<file path="src/rtl/dlbuf_pkg.sv">
package dlbuf_pkg;

  // Which event drives the output registers in a given cycle.
  typedef enum logic [1:0] {
    SRC_NONE = 2'd0,
    SRC_ACC  = 2'd1,
    SRC_REF  = 2'd2
  } out_src_e;

endpackage

</file>
<file path="src/rtl/dlbuf_base_bank.sv">
module dlbuf_base_bank #(
  parameter int NUM_BUF = 2,
  parameter int ADDR_W  = 18,
  parameter int ROW_W   = 9,
  parameter int IDX_W   = $clog2(NUM_BUF)
) (
  input  logic               clk,
  input  logic               rst,
  input  logic [NUM_BUF-1:0] acc_req,
  input  logic               dbg_halt,
  input  logic               base_wr,
  input  logic [IDX_W-1:0]   base_sel,
  input  logic [ADDR_W-1:0]  base_wdata,
  output logic               grant_v,
  output logic [IDX_W-1:0]   grant_idx,
  output logic [ADDR_W-1:0]  grant_addr
);

  // Row-space slice between neighbouring reset offsets.
  localparam int ROWS = 1 << ROW_W;
  localparam int SPAN = ROWS / NUM_BUF;

  logic [ADDR_W-1:0]  base_q [NUM_BUF];
  logic [NUM_BUF-1:0] grant_oh;
  logic [IDX_W-1:0]   pick;

  // Fixed priority: the lowest requesting index wins.
  always_comb begin
    pick = '0;
    for (int i = NUM_BUF - 1; i >= 0; i--) begin
      if (acc_req[i]) pick = IDX_W'(i);
    end
  end

  assign grant_v    = (|acc_req) && !dbg_halt && !base_wr;
  assign grant_idx  = pick;
  assign grant_addr = base_q[pick];

  always_comb begin
    grant_oh = '0;
    if (grant_v) grant_oh[pick] = 1'b1;
  end

  always_ff @(posedge clk) begin
    for (int i = 0; i < NUM_BUF; i++) begin
      if (rst) begin
        base_q[i] <= ADDR_W'(i * SPAN);
      end else if (base_wr && (base_sel == IDX_W'(i))) begin
        base_q[i] <= base_wdata;
      end else if (grant_oh[i]) begin
        base_q[i] <= base_q[i] + ADDR_W'(1);
      end
    end
  end

  AST_GRANT_ONEHOT: assert property (@(posedge clk) disable iff (rst)
    $onehot0(grant_oh));

endmodule

</file>
<file path="src/rtl/dlbuf_ref_timer.sv">
module dlbuf_ref_timer #(
  parameter int ROW_W      = 9,
  parameter int TMR_W      = 16,
  parameter int DEF_PERIOD = 255
) (
  input  logic             clk,
  input  logic             rst,
  input  logic             dbg_halt,
  input  logic             cfg_wr,
  input  logic             cfg_ref_en,
  input  logic [TMR_W-1:0] cfg_period,
  output logic             fire,
  output logic [ROW_W-1:0] ref_row
);

  logic             en_q;
  logic [TMR_W-1:0] per_q;
  logic [TMR_W-1:0] cnt_q;
  logic             active;

  assign active = dbg_halt && en_q;
  assign fire   = active && (cnt_q == '0);

  // Control register: enable bit and reload period.
  always_ff @(posedge clk) begin
    if (rst) begin
      en_q  <= 1'b0;
      per_q <= TMR_W'(DEF_PERIOD);
    end else if (cfg_wr) begin
      en_q  <= cfg_ref_en;
      per_q <= cfg_period;
    end
  end

  // Down-counter held at the period until refresh becomes active.
  always_ff @(posedge clk) begin
    if (rst) begin
      cnt_q <= TMR_W'(DEF_PERIOD);
    end else if (!active || (cnt_q == '0)) begin
      cnt_q <= per_q;
    end else begin
      cnt_q <= cnt_q - TMR_W'(1);
    end
  end

  // Row counter, wraps naturally at 2^ROW_W.
  always_ff @(posedge clk) begin
    if (rst) begin
      ref_row <= '0;
    end else if (fire) begin
      ref_row <= ref_row + ROW_W'(1);
    end
  end

  AST_REF_SPACING: assert property (@(posedge clk) disable iff (rst)
    (fire && (per_q != '0)) |=> !fire);

  AST_ROW_HOLD: assert property (@(posedge clk) disable iff (rst)
    !fire |=> $stable(ref_row));

endmodule

</file>
<file path="src/rtl/dlbuf_out_reg.sv">
module dlbuf_out_reg
  import dlbuf_pkg::*;
#(
  parameter int ADDR_W = 18,
  parameter int ROW_W  = 9,
  parameter int IDX_W  = 1
) (
  input  logic              clk,
  input  logic              rst,
  input  out_src_e          src,
  input  logic [ADDR_W-1:0] acc_addr,
  input  logic [IDX_W-1:0]  acc_idx,
  input  logic [ROW_W-1:0]  ref_row,
  output logic              acc_stb,
  output logic [IDX_W-1:0]  acc_buf,
  output logic              ref_stb,
  output logic [ADDR_W-1:0] phys_addr,
  output logic [ROW_W-1:0]  row_addr
);

  localparam int HI_W = ADDR_W - ROW_W;

  always_ff @(posedge clk) begin
    if (rst) begin
      acc_stb   <= 1'b0;
      ref_stb   <= 1'b0;
      acc_buf   <= '0;
      phys_addr <= '0;
      row_addr  <= '0;
    end else begin
      acc_stb <= (src == SRC_ACC);
      ref_stb <= (src == SRC_REF);
      case (src)
        SRC_ACC: begin
          acc_buf   <= acc_idx;
          phys_addr <= acc_addr;
          row_addr  <= acc_addr[ROW_W-1:0];
        end
        SRC_REF: begin
          phys_addr <= {{HI_W{1'b0}}, ref_row};
          row_addr  <= ref_row;
        end
        default: ;
      endcase
    end
  end

endmodule

</file>
<file path="src/rtl/dlbuf_dram_agu.sv">
module dlbuf_dram_agu
  import dlbuf_pkg::*;
#(
  parameter int NUM_BUF    = 2,
  parameter int ADDR_W     = 18,
  parameter int ROW_W      = 9,
  parameter int TMR_W      = 16,
  parameter int DEF_PERIOD = 255,
  parameter int IDX_W      = $clog2(NUM_BUF)
) (
  input  logic               clk,
  input  logic               rst,
  input  logic [NUM_BUF-1:0] acc_req,
  input  logic               dbg_halt,
  input  logic               base_wr,
  input  logic [IDX_W-1:0]   base_sel,
  input  logic [ADDR_W-1:0]  base_wdata,
  input  logic               cfg_wr,
  input  logic               cfg_ref_en,
  input  logic [TMR_W-1:0]   cfg_period,
  output logic               acc_stb,
  output logic [IDX_W-1:0]   acc_buf,
  output logic               ref_stb,
  output logic [ADDR_W-1:0]  phys_addr,
  output logic [ROW_W-1:0]   row_addr
);

  logic              grant_v;
  logic [IDX_W-1:0]  grant_idx;
  logic [ADDR_W-1:0] grant_addr;
  logic              fire;
  logic [ROW_W-1:0]  ref_row;
  out_src_e          src;

  dlbuf_base_bank #(
    .NUM_BUF(NUM_BUF), .ADDR_W(ADDR_W), .ROW_W(ROW_W), .IDX_W(IDX_W)
  ) u_bank (
    .clk(clk), .rst(rst), .acc_req(acc_req), .dbg_halt(dbg_halt),
    .base_wr(base_wr), .base_sel(base_sel), .base_wdata(base_wdata),
    .grant_v(grant_v), .grant_idx(grant_idx), .grant_addr(grant_addr)
  );

  dlbuf_ref_timer #(
    .ROW_W(ROW_W), .TMR_W(TMR_W), .DEF_PERIOD(DEF_PERIOD)
  ) u_timer (
    .clk(clk), .rst(rst), .dbg_halt(dbg_halt), .cfg_wr(cfg_wr),
    .cfg_ref_en(cfg_ref_en), .cfg_period(cfg_period),
    .fire(fire), .ref_row(ref_row)
  );

  always_comb begin
    if (grant_v)   src = SRC_ACC;
    else if (fire) src = SRC_REF;
    else           src = SRC_NONE;
  end

  dlbuf_out_reg #(
    .ADDR_W(ADDR_W), .ROW_W(ROW_W), .IDX_W(IDX_W)
  ) u_out (
    .clk(clk), .rst(rst), .src(src), .acc_addr(grant_addr),
    .acc_idx(grant_idx), .ref_row(ref_row), .acc_stb(acc_stb),
    .acc_buf(acc_buf), .ref_stb(ref_stb), .phys_addr(phys_addr),
    .row_addr(row_addr)
  );

  AST_ONE_STROBE: assert property (@(posedge clk) disable iff (rst)
    !(acc_stb && ref_stb));

  AST_DBG_NO_ACC: assert property (@(posedge clk) disable iff (rst)
    dbg_halt |=> !acc_stb);

  AST_REF_ONLY_DBG: assert property (@(posedge clk) disable iff (rst)
    $rose(ref_stb) |-> $past(dbg_halt));

  AST_REF_UPPER_ZERO: assert property (@(posedge clk) disable iff (rst)
    ref_stb |-> (phys_addr[ADDR_W-1:ROW_W] == '0));

  AST_ROW_MATCH: assert property (@(posedge clk) disable iff (rst)
    acc_stb |-> (row_addr == phys_addr[ROW_W-1:0]));

endmodule

</file>
<file path="config.mk">
export PLATFORM = sky130hd
export DESIGN_NAME = dlbuf_dram_agu
export DESIGN_NICKNAME = d
export VERILOG_FILES = /design/src/rtl/dlbuf_pkg.sv /design/src/rtl/dlbuf_base_bank.sv /design/src/rtl/dlbuf_ref_timer.sv /design/src/rtl/dlbuf_out_reg.sv /design/src/rtl/dlbuf_dram_agu.sv
export SDC_FILE = /design/constraint.sdc
export NUM_CORES = 1
export LEC_CHECK = 0
export ABC_AREA = 1
export BUFFER_PORTS_ARGS = -buffer_cell sky130_fd_sc_hd__buf_2
export CAP_MARGIN = 0
export CORE_MARGIN = 1.5
export CORE_UTILIZATION = 59
export DETAILED_ROUTE_END_ITERATION = 10
export GPL_ROUTABILITY_DRIVEN = 0
export PLACE_DENSITY = 0.81
export SETUP_SLACK_MARGIN = 0.4
export SYNTH_ARGS = -nofsm -noshare
export SYNTH_HDL_FRONTEND = slang
export SYNTH_HIERARCHICAL = 1
export SYNTH_SLANG_ARGS = --single-unit
</file>
<file path="constraint.sdc">
create_clock -name clk -period 2.4 [get_ports clk]
set_input_delay 0.12 -clock clk [delete_from_list [all_inputs] [get_ports clk]]
set_output_delay 0.12 -clock clk [all_outputs]
set_load 0.05 [all_outputs]
</file>
==> results_tabular.tex <==
\begin{tabular}{lr}
\hline
Metric & Value \\
\hline
\multicolumn{2}{l}{\textbf{Final layout}} \\
Fill cell instance count of the final layout & a little under 800 \\
Area Overhead vs Synth & 16.5\% \\
Layout cells sized above 1 & about a fifth \\
Top library cells by usage in the layout, fill and taps aside & sky130\_fd\_sc\_hd\_\_nand2\_1 (251), sky130\_fd\_sc\_hd\_\_inv\_1 (94), sky130\_fd\_sc\_hd\_\_nor2\_1 (88) \\
Non-filler cells, final & 1042 \\
Multi-input gate area in the final layout & 2930 um\^{}2 \\
Antenna diode count & 0 \\
Nets & between 900 and 1k \\
Total non-filler cell area in the finished layout & $\sim$6700 um\^{}2 \\
Most frequent standard cell in the layout excluding fill and tap cells & sky130\_fd\_sc\_hd\_\_nand2\_1 \\
Register area & 2350 um\^{}2 \\
\multicolumn{2}{l}{\textbf{Yosys}} \\
Combinational family with the most area after synthesis & simple AND/OR/NAND/NOR gates \\
Syn\_nets & 872 \\
Number of enable-type register cells in the synthesized netlist & 36 \\
Simple-gate share of the synthesized area & 33.2\% \\
Library cells used by synthesis & 37 \\
Cell area after technology mapping & between 5000 and 6000 um\^{}2 \\
Compound-cell area share of the yosys netlist & between 10 and 15\% \\
Main synth FF type & sky130\_fd\_sc\_hd\_\_dfxtp\_1 \\
Ys Warns & 6 \\
Synth Area per Inst & $\sim$7.0 um\^{}2 \\
Post-synthesis sequential area ratio & roughly 40\% \\
Number of flip-flops and latches in the synthesized netlist & 99 \\
Share of synthesized registers carrying an async set or reset & 0\% \\
Synth Area in XOR/XNOR & 2.74\% \\
Instance count of the mapped netlist & 822 \\
Post-synthesis adder-cell area fraction & under 10\% \\
Multiplexer share of the synthesized area & 0\% \\
\multicolumn{2}{l}{\textbf{Min path}} \\
Count of cells along the worst hold path & 3 \\
Class of the tightest hold or removal check & in2reg \\
\multicolumn{2}{l}{\textbf{Timing}} \\
Post-Route Skew & about 0.011 ns \\
Fin crit share & a little over four fifths \\
Pins over their slew limit & 0 \\
Setup ws final & about 0.39 ns \\
Endpoints failing hold & 0 \\
Hold\_ws & roughly 0.011 ns \\
Unrepaired setup endpoints after global routing & yes \\
Max-Slew Margin vs Limit & 54.7\% \\
Final Setup Violations & 0 \\
Achievable clock frequency & 498 MHz \\
Min Tclk post-route & roughly 2 ns \\
Accumulated negative setup slack & 0 ns \\
Worst slew pin tran & $\sim$0.68 ns \\
\multicolumn{2}{l}{\textbf{GRT}} \\
Remaining global-route overflow & 0 \\
GRT Total Usage & approximately 29\% \\
Pin count of the biggest net entering global routing & 28 \\
Via count of the first global-routing pass & approximately 5.2k \\
Global-route wire length before repair & 23400 um \\
Antenna violations before repair & 0 \\
\multicolumn{2}{l}{\textbf{Floorplan}} \\
Overall die area & slightly above 10000 um\^{}2 \\
Number of core rows & 35 \\
Initial core utilization & between 60\% and 70\% \\
Die span in y & 102 um \\
Area of the core & roughly 9400 um\^{}2 \\
Number of I/O pins & between 70 and 80 \\
Die W & about 100 um \\
\multicolumn{2}{l}{\textbf{Clock network}} \\
Sinks on the clock net & 99 \\
Deepest clock path buffer count & 2 \\
Number of H-tree levels & 3 \\
Clock-pin slew on the worst setup and hold paths & roughly 0.11 ns \\
CTS Root Cell & sky130\_fd\_sc\_hd\_\_clkbuf\_8 \\
Clock Latency Late Sink & roughly 0.37 ns \\
TritonCTS clock tree & done \\
TritonCTS Buffers & 9 \\
\multicolumn{2}{l}{\textbf{Detailed routing}} \\
Drt pass-1 iters & 5 \\
Detailed-route vias per instance & about 5.4 \\
Number of nets with antenna violations after detailed routing & 0 \\
Drt drc & 0 \\
Average routed wire per standard cell & 13.9 um \\
Post-detailed-routing wire length & between 10000 and 15000 um \\
Number of vias after detailed routing & between 5k and 6k \\
Number of DRC violations after detailed-routing iteration 0 & around 440 \\
\multicolumn{2}{l}{\textbf{Critical path}} \\
Crit-path max FO & 5 \\
Slack of the worst reg-to-reg path & roughly 0.4 ns \\
Type of the worst setup path & reg2reg \\
Critical path launch point type & flop \\
Crit. End Element & flop \\
Required time reported for the critical path endpoint & between 2 and 3 ns \\
Depth of the worst register-to-register path & 12 \\
Arrival time reported for the critical path endpoint & about 2.3 ns \\
\multicolumn{2}{l}{\textbf{Power}} \\
Portion of total power attributed to sequential cells & 52.4\% \\
Net Switching & 1.14 mW \\
Cell-internal power & roughly 2.6 mW \\
Peak supply drop & 0.439 mV \\
Power Dens Cells & $\sim$550 nW/um\^{}2 \\
Gate power share & between 10\% and 20\% \\
Clk network pwr share & between 30\% and 40\% \\
Proportion of total power due to net switching & 30.8\% \\
Total leakage power & just over 3 nW \\
\multicolumn{2}{l}{\textbf{Placed design}} \\
Post-detailed-placement half-perimeter wirelength & 9990 um \\
Port-buffer cells & a little over 70 \\
Count of placed standard cells including taps & about 1k \\
DP Area & a little over 6000 um\^{}2 \\
Worst setup slack before clock tree synthesis & $\sim$0.09 ns \\
\multicolumn{2}{l}{\textbf{Job}} \\
Max\_cap viols & 0 \\
\multicolumn{2}{l}{\textbf{Status}} \\
Outcome & completed \\
\hline
\end{tabular}
## cell families (layout without fill, tap and decap cells)
group	count (synthesis)	count (layout)
AND/OR/NAND/NOR	435	436
buffers and inverters	136	226
AO/OA/AOI/OAI	127	127
flip-flops	99	99
XOR/XNOR	18	18
adder cells (fa/ha/maj)	7	7
## cells in the mapped netlist (all sizes together), types with 2 or more instances
master | count | area, um^2
a21oi | 46 | 234
buf | 24 | 175
clkbuf | 5 | 18.8
clkinv | 2 | 8.75
dfxtp | 63 | 1260
edfxtp | 36 | 1080
ha | 7 | 87.6
inv | 105 | 394
nand2 | 262 | 1010
nand3 | 49 | 300
nand3b | 3 | 22.5
nor2 | 115 | 546
nor3 | 4 | 20.0
o21ai | 71 | 359
o22ai | 7 | 43.8
xnor2 | 7 | 61.3
xor2 | 11 | 96.3
## path summary, 6_finish.rpt
kind	start	endpoint
worst max-delay path	u_timer/cnt_q[5]	u_out/phys_addr[11]
worst min-delay path	cfg_period[15]	u_timer/per_q[15]
worst max register to register	u_timer/cnt_q[5]	u_out/phys_addr[11]
worst min register to register	u_timer/cnt_q[0]	u_timer/cnt_q[0]
## what timing repair did
action / 4_1_cts / 5_1_grt
pin swaps: 5 / 11
cloned: 1 / 1
gates resized for setup: 9 / 22
hold buffers: 9 / 0
hold endpoints to repair: 9 / 0
setup endpoints to repair: 19 / 19
buffers inserted: 1 / 12
## registers in the layout (all words and copies together), names as in the netlist
signal           cells
u_out/acc_stb        1
u_timer/cnt_q       16
u_timer/en_q         1
u_out/phys_addr     18
u_timer/ref_row      9
u_out/ref_stb        1
u_timer/per_q       16
u_bank/base_q       36
u_out/acc_buf        1
## per-stage QoR
stage	utilization [%]	total power, mW
floorplan	-	2.36
global placement	65.6	2.49
detailed placement	65.6	2.51
CTS	69.7	3.68
global route	71.6	3.87
finish	71.6	3.71
## cell type report
| cell class | instances | area share (%) |
|---|---|---|
| repair buffers | 103 | 9.62 |
| well taps | 129 | 2.41 |
| inverters | 107 | 6.04 |
| clock inverters | 5 | 0.727 |
| flip-flops and latches | 99 | 35.0 |
| clock buffers | 11 | 2.59 |
| multi-input cells | 588 | 43.6 |
## power by group through the flow
stage / registers, mW / logic (mW) / clock network, mW
2_1_floorplan: 2.01 / 0.354 / 0
3_3_place_gp: 1.97 / 0.527 / 0
3_5_place_dp: 1.97 / 0.540 / 0
4_1_cts: 1.94 / 0.561 / 1.19
5_1_grt: 1.96 / 0.657 / 1.26
6_report: 1.94 / 0.594 / 1.17
## per-layer routing
metal / vias to the layer above / part of all wire (%) / GRT usage (%)
met1: 2558 / 44 / 39.0
met3: 24 / 8.1 / 5.11
met4: 0 / 1.5 / 7.05
li1: 2767 / - / -
met2: 266 / 47 / 47.0
met5: - / 0 / 0
## worst max-delay path, cell delays in order, from the launching register on
cell	delay (ns)
sky130_fd_sc_hd__dfxtp_1	0.36
sky130_fd_sc_hd__nor2_1	0.19
sky130_fd_sc_hd__inv_1	0.10
sky130_fd_sc_hd__nor2_4	0.13
sky130_fd_sc_hd__nand2_2	0.08
sky130_fd_sc_hd__nor3_4	0.15
sky130_fd_sc_hd__inv_2	0.06
sky130_fd_sc_hd__nor2_4	0.14
sky130_fd_sc_hd__ha_4	0.24
sky130_fd_sc_hd__buf_12	0.14
sky130_fd_sc_hd__nor2_4	0.14
sky130_fd_sc_hd__nand2_1	0.09
sky130_fd_sc_hd__a21oi_2	0.12
Note: power is estimated with default switching activity, not from simulation.
